File: src/rtl/frac_baud_tick_pkg.sv
package frac_baud_tick_pkg;
  parameter int unsigned INT_W  = 16;
  parameter int unsigned FRAC_W = 6;
endpackage

File: src/rtl/baud_div_regs.sv
module baud_div_regs #(
  parameter int unsigned INT_W  = 16,
  parameter int unsigned FRAC_W = 6
) (
  input  logic              clk_i,
  input  logic              rst_ni,
  input  logic              int_we_i,
  input  logic [INT_W-1:0]  int_wdata_i,
  input  logic              frac_we_i,
  input  logic [FRAC_W-1:0] frac_wdata_i,
  input  logic              load_i,
  output logic              prog_nz_o,
  output logic [INT_W-1:0]  act_int_o,
  output logic [FRAC_W-1:0] act_frac_o
);
  logic [INT_W-1:0]  prog_int_q;
  logic [FRAC_W-1:0] prog_frac_q;

  always_ff @(posedge clk_i or negedge rst_ni) begin
    if (!rst_ni) begin
      prog_int_q  <= '0;
      prog_frac_q <= '0;
    end else begin
      if (int_we_i)  prog_int_q  <= int_wdata_i;
      if (frac_we_i) prog_frac_q <= frac_wdata_i;
    end
  end

  // active copy is taken only at start
  always_ff @(posedge clk_i or negedge rst_ni) begin
    if (!rst_ni) begin
      act_int_o  <= '0;
      act_frac_o <= '0;
    end else if (load_i) begin
      act_int_o  <= prog_int_q;
      act_frac_o <= prog_frac_q;
    end
  end

  assign prog_nz_o = |prog_int_q;
endmodule

File: src/rtl/baud_phase_acc.sv
module baud_phase_acc #(
  parameter int unsigned FRAC_W = 6
) (
  input  logic              clk_i,
  input  logic              rst_ni,
  input  logic              clr_i,
  input  logic              adv_i,
  input  logic [FRAC_W-1:0] frac_i,
  output logic [FRAC_W-1:0] acc_o,
  output logic              carry_o
);
  logic [FRAC_W:0] sum;

  assign sum     = {1'b0, acc_o} + {1'b0, frac_i};
  assign carry_o = sum[FRAC_W];

  always_ff @(posedge clk_i or negedge rst_ni) begin
    if (!rst_ni)    acc_o <= '0;
    else if (clr_i) acc_o <= '0;
    else if (adv_i) acc_o <= sum[FRAC_W-1:0];
  end
endmodule

File: src/rtl/baud_period_cnt.sv
module baud_period_cnt #(
  parameter int unsigned CNT_W = 17
) (
  input  logic             clk_i,
  input  logic             rst_ni,
  input  logic             clr_i,
  input  logic             run_i,
  input  logic [CNT_W-1:0] last_i,
  output logic [CNT_W-1:0] cnt_o,
  output logic             wrap_o
);
  assign wrap_o = run_i && (cnt_o == last_i);

  always_ff @(posedge clk_i or negedge rst_ni) begin
    if (!rst_ni)     cnt_o <= '0;
    else if (clr_i)  cnt_o <= '0;
    else if (wrap_o) cnt_o <= '0;
    else if (run_i)  cnt_o <= cnt_o + 1'b1;
  end
endmodule

File: src/rtl/frac_baud_tick.sv
module frac_baud_tick
  import frac_baud_tick_pkg::*;
#(
  parameter int unsigned INT_WIDTH  = INT_W,
  parameter int unsigned FRAC_WIDTH = FRAC_W
) (
  input  logic                  clk_i,
  input  logic                  rst_ni,
  input  logic                  enable_i,
  input  logic                  int_we_i,
  input  logic [INT_WIDTH-1:0]  int_wdata_i,
  input  logic                  frac_we_i,
  input  logic [FRAC_WIDTH-1:0] frac_wdata_i,
  output logic                  tick_o
);
  localparam int unsigned CNT_W = INT_WIDTH + 1;

  logic                  running_q;
  logic                  prog_nz;
  logic                  start;
  logic                  clr;
  logic                  carry;
  logic                  wrap;
  logic [INT_WIDTH-1:0]  act_int;
  logic [FRAC_WIDTH-1:0] act_frac;
  logic [FRAC_WIDTH-1:0] acc;
  logic [CNT_W-1:0]      cnt;
  logic [CNT_W-1:0]      last;

  assign start = enable_i && !running_q && prog_nz;
  assign clr   = !enable_i || !running_q;
  // act_int is nonzero whenever running, so no underflow
  assign last  = {1'b0, act_int} + {{(CNT_W-1){1'b0}}, carry} - 1'b1;

  always_ff @(posedge clk_i or negedge rst_ni) begin
    if (!rst_ni) running_q <= 1'b0;
    else         running_q <= enable_i && (running_q || prog_nz);
  end

  baud_div_regs #(.INT_W(INT_WIDTH), .FRAC_W(FRAC_WIDTH)) u_regs (
    .clk_i       (clk_i),
    .rst_ni      (rst_ni),
    .int_we_i    (int_we_i),
    .int_wdata_i (int_wdata_i),
    .frac_we_i   (frac_we_i),
    .frac_wdata_i(frac_wdata_i),
    .load_i      (start),
    .prog_nz_o   (prog_nz),
    .act_int_o   (act_int),
    .act_frac_o  (act_frac)
  );

  baud_phase_acc #(.FRAC_W(FRAC_WIDTH)) u_acc (
    .clk_i  (clk_i),
    .rst_ni (rst_ni),
    .clr_i  (clr),
    .adv_i  (wrap),
    .frac_i (act_frac),
    .acc_o  (acc),
    .carry_o(carry)
  );

  baud_period_cnt #(.CNT_W(CNT_W)) u_cnt (
    .clk_i (clk_i),
    .rst_ni(rst_ni),
    .clr_i (clr),
    .run_i (running_q),
    .last_i(last),
    .cnt_o (cnt),
    .wrap_o(wrap)
  );

  assign tick_o = wrap;
endmodule

File: config.mk
export PLATFORM = sky130hd
export DESIGN_NAME = frac_baud_tick
export DESIGN_NICKNAME = d
export VERILOG_FILES = /design/src/rtl/frac_baud_tick_pkg.sv /design/src/rtl/baud_div_regs.sv /design/src/rtl/baud_phase_acc.sv /design/src/rtl/baud_period_cnt.sv /design/src/rtl/frac_baud_tick.sv
export SDC_FILE = /design/constraint.sdc
export NUM_CORES = 1
export LEC_CHECK = 0
export BUFFER_PORTS_ARGS = -buffer_cell sky130_fd_sc_hd__clkbuf_2
export CAP_MARGIN = 10
export CORE_MARGIN = 2
export CORE_UTILIZATION = 65
export DETAILED_ROUTE_END_ITERATION = 8
export PLACE_DENSITY_LB_ADDON = 0.1
export SYNTH_ARGS = -nofsm -noshare
export SYNTH_HDL_FRONTEND = slang
export SYNTH_SLANG_ARGS = --single-unit
File: constraint.sdc
create_clock -name clk_i -period 6 [get_ports clk_i]
set_input_delay 0.3 -clock clk_i [delete_from_list [all_inputs] [get_ports clk_i]]
set_output_delay 0.3 -clock clk_i [all_outputs]
set_load 0.02 [all_outputs]
==> results of run 1 <==
logic make-up after synthesis:
logic type | after synthesis | share of synthesized area, %
multiplexers | 48 | 14.3
AND/OR/NAND/NOR | 121 | 18.4
AO/OA/AOI/OAI | 41 | 7.38
buffers and inverters | 27 | 3.20
XOR/XNOR | 31 | 7.32
flip-flops | 68 | 45.9
adder cells (fa/ha/maj) | 10 | 3.57
stage by stage:
| step | hold slack, ns | utilization [%] | instance area, µm² |
|---|---|---|---|
| floorplan | 0.00441 | - | 3710 |
| global placement | 0.492 | 70.3 | 3870 |
| detailed placement | 0.503 | 70.3 | 3870 |
| CTS | 0.157 | 74.3 | 4090 |
| global route | 0.173 | 74.6 | 4110 |
| finish | 0.113 | 74.6 | 4110 |
final timing paths:
| kind | start | to | slack (ns) | depth (start not counted) |
|---|---|---|---|---|
| worst max register to register | u_acc.acc_o[0]$_DFFE_PN0P_ | u_cnt.cnt_o[1]$_DFFE_PN0P_ | 1.77 | 16 |
| worst min-delay path | rst_ni | u_cnt.cnt_o[7]$_DFFE_PN0P_ | 0.11 | 2 |
| max in group asynchronous | rst_ni | u_cnt.cnt_o[4]$_DFFE_PN0P_ | 5.32 | 2 |
| min in group clk_i | int_wdata_i[1] | u_regs.prog_int_q[1]$_DFFE_PN0P_ | 0.18 | 2 |
| worst max-delay path | u_acc.acc_o[0]$_DFFE_PN0P_ | tick_o | 1.33 | 17 |
| worst min register to register | u_regs.prog_int_q[10]$_DFFE_PN0P_ | u_regs.act_int_o[10]$_DFFE_PN0P_ | 0.50 | 2 |
worst reg2reg max path: stages, from the launching register on:
cell and delay (ns):
dfrtp_1 0.39, ha_1 0.20, inv_1 0.07, fa_1 0.18, nor2b_1 0.06, o21ai_0 0.15
nand2b_1 0.11, a21o_1 0.19, a21oi_1 0.20, ha_1 0.23, ha_1 0.23, nor4b_4 0.39
nand2_1 0.13, a2111oi_1 0.51, o2111ai_1 0.26, or4_1 0.61, and3_1 0.25
synthesized netlist by cell type, types with 3 or more instances:
master	instances	share of area [%]
nand4_1	9	1.5
nor2_1	15	1.5
nor4_1	6	1.0
nand2b_1	5	0.84
dfrtp_1	68	46
and3_1	7	1.2
clkbuf_1	12	1.2
nand3_1	9	1.2
a21oi_1	6	0.81
nand2_1	28	2.8
nor2b_1	4	0.67
inv_1	9	0.91
a31oi_1	4	0.67
mux2_2	39	12
o21ai_0	11	1.5
o2111ai_1	3	0.71
xor2_1	17	4.0
ha_1	9	3.0
xnor2_1	14	3.3
or3_1	3	0.51
mux2i_1	9	2.4
o22ai_1	3	0.51
nor3_1	19	2.6
registers in the layout (all words and copies together), names as in the netlist:
signal,count
u_regs.prog_frac_q,6
u_regs.act_int_o,16
running_q,1
u_acc.acc_o,6
u_regs.act_frac_o,6
u_cnt.cnt_o,17
u_regs.prog_int_q,16
per-layer routing:
metal	GRT usage (%)	vias up
met5	0	-
met4	11.2	0
met3	5.20	11
met2	42.7	80
met1	35.4	1367
li1	-	1300
final cells by class:
class / count / area (µm²) / share of cell area [%]
multi-input cells: 251 / 1890 / 46.1
flip-flops and latches: 68 / 1700 / 41.4
repair buffers: 30 / 165 / 4.02
clock buffers: 10 / 138 / 3.35
well taps: 72 / 90.1 / 2.19
clock inverters: 6 / 86.3 / 2.10
inverters: 9 / 33.8 / 0.822
power groups by stage:
stage          clock, mW  sequential, mW  combinational, mW
2_1_floorplan          0           0.550              0.192
3_3_place_gp           0           0.584              0.209
3_5_place_dp           0           0.587              0.217
4_1_cts            0.433           0.578              0.219
5_1_grt            0.449           0.588              0.242
6_report           0.426           0.579              0.220
==> impl_metrics.yaml, run 1 <==
pwr:
  p_seq_share_pct: 47.3
  cellInternalPower_uw: 861
  p_sw_uw: 364
  vdd_drop_max_uv: 235
  pwr-share-clk_pct: 34.8
  p_leak_nw: 1.79
  p_comb_share_pct: 17.9
  power_mw: 1.22
  swShare_pct: 29.7
  power_density_mw_per_mm2: 298
clock_network:
  cts_hold_buf: 0
  cts_buffer_depth: 2
  clk_latency_ns: 0.35
  cts.sinks: 68
  path_clk_slew_ns: 0.08
  cts_tree: "done"
  h-tree-depth: 3
  post_cts_buffers: 0
  root_buffer: "clkbuf_8"
  cts-buffers-inserted: 9
  cts_resized: 0
detailed_routing:
  dr_wl_met2_um: 3700
  wl_met1_um: 3420
  num_vias: 2758
  route.met3.wl_um: 410
  wirelength_um: 7660
  drc_errors: 0
  ant_nets: 0
  avgRoutedWirePerCell_um: 17.2
  highest_layer: "met4"
  vias_per_cell: 6.18
  drtIter0Drc: 153
  firstDrtPassIters: 4
global_routing:
  antenna_found_initial: 0
  grt_max_degree: 69
  grt_pass1_vias: 2654
  overflow: 0
  grt_use_total_pct: 26.6
  grt_pass1_wl_um: 12700
critical_path:
  path_cells: "ha_1 -> inv_1 -> fa_1 -> nor2b_1 -> o21ai_0 -> nand2b_1 -> a21o_1 -> a21oi_1 -> ha_1 -> ha_1 -> nor4b_4 -> nand2_1 -> a2111oi_1 -> o2111ai_1 -> nor4_4 -> buf_4 -> clkbuf_2"
  cpPeakStageDelay_ns: 0.51
  path_buf_inv: 3
  cp_top_family: "compound AO/OA/AOI/OAI gates"
  cp_slowest_cell: "a2111oi_1"
  worst_setup_path_end_kind: "output pin"
  arrival_ns: 4.37
  critical_path_class: "flop to output pin"
  cp_max_fo: 17
  cp-start-kind: "flop"
  cpMostUsedCell: "ha_1"
  required_ns: 5.70
timing:
  fin_crit_ns: 4.67
  maxSlewViolCount: 0
  skew_ns: 0.0131
  fmax_mhz: 214
  hold_violations: 0
  max-slew-margin-rel_pct: 45.0
  tightest_slew_ns: 0.825
  final.setup.tns_ns: 0
  rsz0062_at_grt: "no"
  layout_setup_ws_ns: 1.33
  setup_viol: 0
  fin_crit_sh_pct: 77.8
placement:
  finalWeightedCongestion: 0.933
  place.port_buffers: 27
  dp.final_hpwl_um: 5630
  dpl_worst_slack_ns: 1.71
  numPlacedInstances: 429
cells_and_area:
  drive_gt1_share_pct: 24.6
  fin_cells: 446
  final_cell_mix: "dfrtp_1, mux2_2, nand2_1"
  diodes: 0
  syn2layout_area_growth_pct: 10.7
  fillers: 422
  nNetsFinal: 406
  final_common_cell: "dfrtp_1"
floorplan:
  core_mm2: 0.00551
  die_area_mm2: 0.00633
  fp.dieH_um: 79.6
  io_pins: 28
  die_x_um: 79.6
  num_rows: 27
  initial_core_util_pct: 67.4
synthesis:
  ys_seq_area_share_pct: 45.9
  yosys_most_used_dff: "dfrtp_1"
  synthDistinctLibCells: 53
  syn_inst: 346
  yosys_warnings: 0
  synth_nets: 383
  synth_enable_flop_cells: 0
  synth-async-reset-ratio_pct: 100
  synth_seq_cells: 68
  synth_area_mm2: 0.00371
  syn_avg_cell_area_um2: 10.7
hold_path:
  hold_class: "primary input to async pin"
flow_run:
  maxCapViolCount: 0
run_status:
  outcome: "completed"
No activity file was read; power rests on OpenSTA's default activity.
==> run 2, diff against run 1 <==
--- a/config.mk
+++ b/config.mk
@@ -8,7 +8,7 @@
 export BUFFER_PORTS_ARGS = -buffer_cell sky130_fd_sc_hd__clkbuf_2
 export CAP_MARGIN = 10
 export CORE_MARGIN = 2
-export CORE_UTILIZATION = 65
+export CORE_UTILIZATION = 60
 export DETAILED_ROUTE_END_ITERATION = 8
 export PLACE_DENSITY_LB_ADDON = 0.1
 export SYNTH_ARGS = -nofsm -noshare
==> constraint.sdc (replaced) <==
create_clock -name clk_i -period 4.46 [get_ports clk_i]
set_input_delay 0.223 -clock clk_i [delete_from_list [all_inputs] [get_ports clk_i]]
set_output_delay 0.223 -clock clk_i [all_outputs]
set_load 0.02 [all_outputs]
==> impl_metrics.yaml, run 2 (synthesized netlist as in run 1, its figures left out) <==
run_status:
  outcome: "completed"
critical_path:
  arrival_ns: 4.02
  r2r_setup_slack_ns: 0.31
  cp_max_fo: 5
  path_cells: "ha_1 -> inv_1 -> fa_1 -> nor2b_1 -> o21ai_0 -> nand2b_1 -> a21o_1 -> a21oi_1 -> ha_2 -> ha_2 -> or4b_4 -> or3_1 -> a21oi_2 -> o21ai_1 -> nor4_4 -> buf_4"
  critical_path_class: "flop to output pin"
  path_buf_inv: 2
  reg2regPathDepth: 16
  cpMostUsedCell: "ha_2"
  cp_top_family: "simple AND/OR/NAND/NOR gates"
  required_ns: 4.24
  cpPeakStageDelay_ns: 0.50
  cp_slowest_cell: "or4b_4"
  cp-start-kind: "flop"
  worstReg2RegEnd: "u_cnt.cnt_o[1]$_DFFE_PN0P_"
  worst_setup_path_end_kind: "output pin"
  timing.rr.start: "u_regs.act_frac_o[0]$_DFFE_PN0P_"
detailed_routing:
  avgRoutedWirePerCell_um: 17.0
  num_vias: 2708
  drtIter0Drc: 200
  drc_errors: 0
  firstDrtPassIters: 4
  wirelength_um: 7700
  vias_per_cell: 5.96
  ant_nets: 0
hold_path:
  holdCritStartpoint: "frac_wdata_i[2]"
  hold-path-cell-count: 2
  worstHoldEndpoint: "u_regs.prog_frac_q[2]$_DFFE_PN0P_"
  hold_class: "primary input to flop"
cells_and_area:
  diodes: 0
  nNetsFinal: 411
  largest_reg_flops: 17
  final_cell_mix: "dfrtp_1, mux2_2, nand2_1"
  drive_gt1_share_pct: 26.1
  fillers: 436
  multiInputGateArea_mm2: 0.00192
  final_common_cell: "dfrtp_1"
  reg_top3: "u_cnt.cnt_o (17), u_regs.act_int_o (16), u_regs.prog_int_q (16)"
  syn2layout_area_growth_pct: 12.5
  regMostFlops: "u_cnt.cnt_o"
  ff_latch_area_mm2: 0.00170
floorplan:
  core_mm2: 0.00596
  die_x_um: 82.6
  die_area_mm2: 0.00683
  initial_core_util_pct: 62.3
  num_rows: 28
  fp.dieH_um: 82.6
  io_pins: 28
placement:
  dp.final_hpwl_um: 5630
  finalWeightedCongestion: 0.916
  place.port_buffers: 27
pwr:
  vdd_drop_max_uv: 314
  p_leak_nw: 1.82
  p_comb_share_pct: 18.5
  p_sw_uw: 506
  power_density_mw_per_mm2: 401
  swShare_pct: 30.2
  pwr-share-clk_pct: 34.9
  cellInternalPower_mw: 1.17
  p_seq_share_pct: 46.6
  power_mw: 1.67
timing:
  final.setup.tns_ns: 0
  max-slew-margin-rel_pct: 26.7
  tightest_slew_ns: 1.10
  setup_viol: 0
  skew_ns: 0.00704
  rsz0062_at_grt: "no"
  fmax_mhz: 236
  fin_crit_ns: 4.24
  hold_violations: 0
  fin_crit_sh_pct: 95.1
  maxSlewViolCount: 0
clock_network:
  root_buffer: "clkbuf_8"
  clk_latency_ns: 0.35
  cts-buffers-inserted: 9
  cts_buffer_depth: 2
  cts.sinks: 68
  path_clk_slew_ns: 0.08
  cts_tree: "done"
  h-tree-depth: 3
global_routing:
  grt_use_total_pct: 25.7
  grt_pass1_vias: 2618
  grt_max_degree: 36
  overflow: 0
  antenna_found_initial: 0
  grt_pass1_wl_um: 12800
flow_run:
  maxCapViolCount: 0
## run 2: cell types whose count changed in the layout (fill, tap and decap cells not counted), moves of 2 or more
| cell | delta |
|---|---|
| clkinv_2 | -2 |
| ha_2 | +2 |
| ha_1 | -2 |
| buf_4 | +6 |
## run 2: through the flow
stage	utilization [%]	instances	hold WS (ns)	setup WS, ns	cell area, µm²
after detailed placement	65.3	434	0.341	0.316	3890
after global routing	70.1	454	0.0863	0.0343	4180
final	70.1	454	0.0956	0.218	4180
after floorplan	-	346	-0.0726	0.708	3710
after global placement	65.3	434	0.337	0.425	3890
after CTS	69.4	451	0.0827	0.0748	4130
## run 2: worst max path at each step
| stage | start | endpoint | slack [ns] | cells past startpoint |
|---|---|---|---|---|
| 4_1_cts | u_regs.act_frac_o[0]$_DFFE_PN0P_ | tick_o | 0.07 | 16 |
| 5_1_grt | u_regs.act_frac_o[0]$_DFFE_PN0P_ | tick_o | 0.03 | 16 |
| 3_3_place_gp | u_regs.act_frac_o[0]$_DFFE_PN0P_ | u_cnt.cnt_o[1]$_DFFE_PN0P_ | 0.43 | 16 |
| 2_1_floorplan | u_regs.act_frac_o[0]$_DFFE_PN0P_ | u_cnt.cnt_o[1]$_DFFE_PN0P_ | 0.71 | 17 |
| 3_5_place_dp | u_regs.act_frac_o[0]$_DFFE_PN0P_ | u_cnt.cnt_o[1]$_DFFE_PN0P_ | 0.32 | 16 |
| 6_report | u_regs.act_frac_o[0]$_DFFE_PN0P_ | tick_o | 0.22 | 16 |
## run 2: metal layers
metal / wire length [µm] / vias up / track usage, % / part of all wire (%)
met5: 0 / - / 0 / 0
met4: 135 / 0 / 11.1 / 1.8
met3: 403 / 13 / 5.11 / 5.2
met2: 3560 / 79 / 38.9 / 46
met1: 3600 / 1302 / 35.9 / 47
li1: - / 1314 / - / -
## run 2: power by group through the flow
stage | sequential (mW) | clock [mW] | combinational (mW)
finish | 0.781 | 0.585 | 0.309
global route | 0.794 | 0.623 | 0.344
CTS | 0.779 | 0.593 | 0.299
detailed placement | 0.790 | 0 | 0.293
global placement | 0.786 | 0 | 0.283
floorplan | 0.740 | 0 | 0.258
## run 2: what timing repair did
| action | 4_1_cts | 5_1_grt |
|---|---|---|
| pin swaps | 0 | 2 |
| setup buffers | 0 | 3 |
| hold buffers | 1 | 0 |
| setup endpoints to repair | 1 | 1 |
| resized for setup | 1 | 6 |
| cloned | 0 | 0 |
| endpoints found under the hold margin | 34 | 0 |
## run 2: final cells by class
cell class	instances	share of cell area, %
sequential	68	40.7
clock buffer	10	3.30
tap	75	2.25
multi-input combinational	251	45.9
timing repair buffer	35	4.79
inverter	9	0.809
clock inverter	6	2.25
## run 2: worst register-to-register path, cell delays in order, from the launching register on
cell and delay [ns]:
dfrtp_1 0.39, ha_1 0.21, inv_1 0.07, fa_1 0.17, nor2b_1 0.06, o21ai_0 0.15
nand2b_1 0.11, a21o_1 0.18, a21oi_1 0.21, ha_2 0.24, ha_2 0.21, or4b_4 0.50
or3_1 0.38, a21oi_2 0.17, o22ai_1 0.12, or4_1 0.64, and3_1 0.24
==> run 3, diff against run 2 <==
--- a/config.mk
+++ b/config.mk
@@ -5,11 +5,11 @@
 export SDC_FILE = /design/constraint.sdc
 export NUM_CORES = 1
 export LEC_CHECK = 0
-export BUFFER_PORTS_ARGS = -buffer_cell sky130_fd_sc_hd__clkbuf_2
 export CAP_MARGIN = 10
 export CORE_MARGIN = 2
-export CORE_UTILIZATION = 60
+export CORE_UTILIZATION = 55
 export DETAILED_ROUTE_END_ITERATION = 8
+export DONT_BUFFER_PORTS = 1
 export PLACE_DENSITY_LB_ADDON = 0.1
 export SYNTH_ARGS = -nofsm -noshare
 export SYNTH_HDL_FRONTEND = slang
==> impl_metrics.yaml, run 3 (synthesized netlist as in run 1, its figures left out) <==
run_status:
  outcome: "completed"
global_routing:
  antenna_found_initial: 0
  overflow: 0
  grt_max_degree: 69
  grt_util_met3_pct: 5.39
  grt_busiest_layer: "met1"
  met2_usage_pct: 32.9
  grt_pass1_wl_um: 13100
  grt_pass1_vias: 2545
  grt_use_total_pct: 22.9
  grt_util_met1_pct: 33.9
floorplan:
  core_mm2: 0.00642
  fp.dieH_um: 86.1
  num_rows: 29
  die_area_mm2: 0.00742
  io_pins: 28
  die_x_um: 86.1
  initial_core_util_pct: 57.8
placement:
  finalWeightedCongestion: 0.904
  numPlacedInstances: 407
  dp.final_hpwl_um: 5410
  place.port_buffers: 0
pwr:
  p_seq_share_pct: 49.1
  swShare_pct: 31.6
  power_density_mw_per_mm2: 393
  cellInternalPower_mw: 1.09
  p_comb_share_pct: 18.6
  vdd_drop_max_uv: 295
  p_leak_nw: 1.71
  power_mw: 1.60
  p_sw_uw: 505
  pwr-share-clk_pct: 32.2
timing:
  tightest_slew_ns: 1.09
  skew_ns: 0.00791
  whs_ns: 0.0173
  setup_viol: 0
  hold_violations: 0
  maxSlewViolCount: 0
  max-slew-margin-rel_pct: 27.2
  final.setup.tns_ns: 0
  fmax_mhz: 239
  fin_crit_sh_pct: 93.7
  fin_crit_ns: 4.18
detailed_routing:
  ant_nets: 0
  avgRoutedWirePerCell_um: 18.0
  num_vias: 2642
  vias_per_cell: 6.12
  drtIter0Drc: 210
  firstDrtPassIters: 4
  wirelength_um: 7760
  drc_errors: 0
cells_and_area:
  largest_reg_flops: 17
  diodes: 0
  reg_top3: "u_cnt.cnt_o (17), u_regs.act_int_o (16), u_regs.prog_int_q (16)"
  fillers: 516
  fin_cells: 432
  syn2layout_area_growth_pct: 9.58
  final_common_cell: "dfrtp_1"
  drive_gt1_share_pct: 20.8
  regMostFlops: "u_cnt.cnt_o"
  final_cell_mix: "dfrtp_1, mux2_2, nand2_1"
  nNetsFinal: 387
  fin_util_pct: 63.3
clock_network:
  clk_latency_ns: 0.35
  cts-buffers-inserted: 9
  cts.sinks: 68
  path_clk_slew_ns: 0.08
  root_buffer: "clkbuf_8"
  cts_tree: "done"
  h-tree-depth: 3
  cts_buffer_depth: 2
hold_path:
  hold_class: "primary input to flop"
critical_path:
  path_buf_inv: 2
  cp_max_fo: 5
  arrival_ns: 3.96
  cp_top_family: "simple AND/OR/NAND/NOR gates"
  required_ns: 4.24
  worst_setup_path_end_kind: "output pin"
  cp-start-kind: "flop"
  cpPeakStageDelay_ns: 0.49
  path_cells: "ha_1 -> inv_1 -> fa_1 -> nor2b_1 -> o21ai_0 -> nand2b_1 -> a21o_1 -> a21oi_2 -> ha_2 -> ha_2 -> or4b_4 -> or3_1 -> a21oi_2 -> o21ai_1 -> nor4_4 -> buf_6"
  critical_path_class: "flop to output pin"
  cp_slowest_cell: "or4b_4"
flow_run:
  maxCapViolCount: 0
-- run 3: layer usage --
| metal | vias to the layer above | part of all wire (%) |
|---|---|---|
| met4 | 0 | 1.6 |
| met1 | 1292 | 48 |
| met3 | 12 | 5.5 |
| met5 | - | 0 |
| met2 | 74 | 45 |
| li1 | 1264 | - |
-- run 3: worst register-to-register path, cell delays in order, from the launching register on --
cell      delay [ns]
dfrtp_1         0.39
ha_1            0.21
inv_1           0.07
fa_1            0.18
nor2b_1         0.06
o21ai_0         0.14
nand2b_1        0.10
a21o_1          0.20
a21oi_2         0.18
ha_2            0.23
ha_2            0.21
or4b_4          0.49
or3_1           0.39
a21oi_2         0.16
o22ai_1         0.11
or4_1           0.63
and3_1          0.24
-- run 3: cell type report --
cell class	instances	area [µm²]	area share, %
Clock buffer	10	128	3.14
Timing Repair Buffer	11	109	2.68
Tap cell	77	96.3	2.37
Sequential cell	68	1700	41.8
Inverter	9	33.8	0.831
Clock inverter	6	72.6	1.78
Multi-Input combinational cell	251	1930	47.4
-- run 3: power by group through the flow --
| stage | clock network (mW) | registers [mW] | logic [mW] |
|---|---|---|---|
| finish | 0.515 | 0.785 | 0.298 |
| global route | 0.554 | 0.798 | 0.332 |
| CTS | 0.528 | 0.782 | 0.285 |
| detailed placement | 0 | 0.795 | 0.265 |
| global placement | 0 | 0.791 | 0.257 |
| floorplan | 0 | 0.740 | 0.258 |
-- run 3: worst paths after layout --
check | startpoint | endpoint | slack (ns) | depth (start not counted)
worst max-delay path | u_regs.act_frac_o[0]$_DFFE_PN0P_ | tick_o | 0.28 | 16
worst min-delay path | int_wdata_i[7] | u_regs.prog_int_q[7]$_DFFE_PN0P_ | 0.02 | 1
worst max register to register | u_regs.act_frac_o[0]$_DFFE_PN0P_ | u_cnt.cnt_o[1]$_DFFE_PN0P_ | 0.36 | 16
worst min register to register | u_regs.prog_frac_q[1]$_DFFE_PN0P_ | u_regs.act_frac_o[1]$_DFFE_PN0P_ | 0.49 | 2
max in group asynchronous | rst_ni | u_regs.act_int_o[15]$_DFFE_PN0P_ | 3.77 | 2
min in group asynchronous | rst_ni | u_cnt.cnt_o[8]$_DFFE_PN0P_ | 0.40 | 2
-- run 3: stage by stage --
stage	cell area, µm²	setup WS, ns
4_1_cts	3980	0.0846
5_1_grt	4070	-0.0276
2_1_floorplan	3710	0.708
6_report	4070	0.280
3_5_place_dp	3740	0.313
3_3_place_gp	3740	0.402
-- run 3: repair_timing --
action | 4_1_cts | 5_1_grt
pin swaps | 0 | 1
setup buffers | 0 | 3
endpoints found under the setup margin | 1 | 2
endpoints found under the hold margin | 68 | 2
hold buffers | 2 | 2
resized for setup | 1 | 7
cloned | 0 | 2
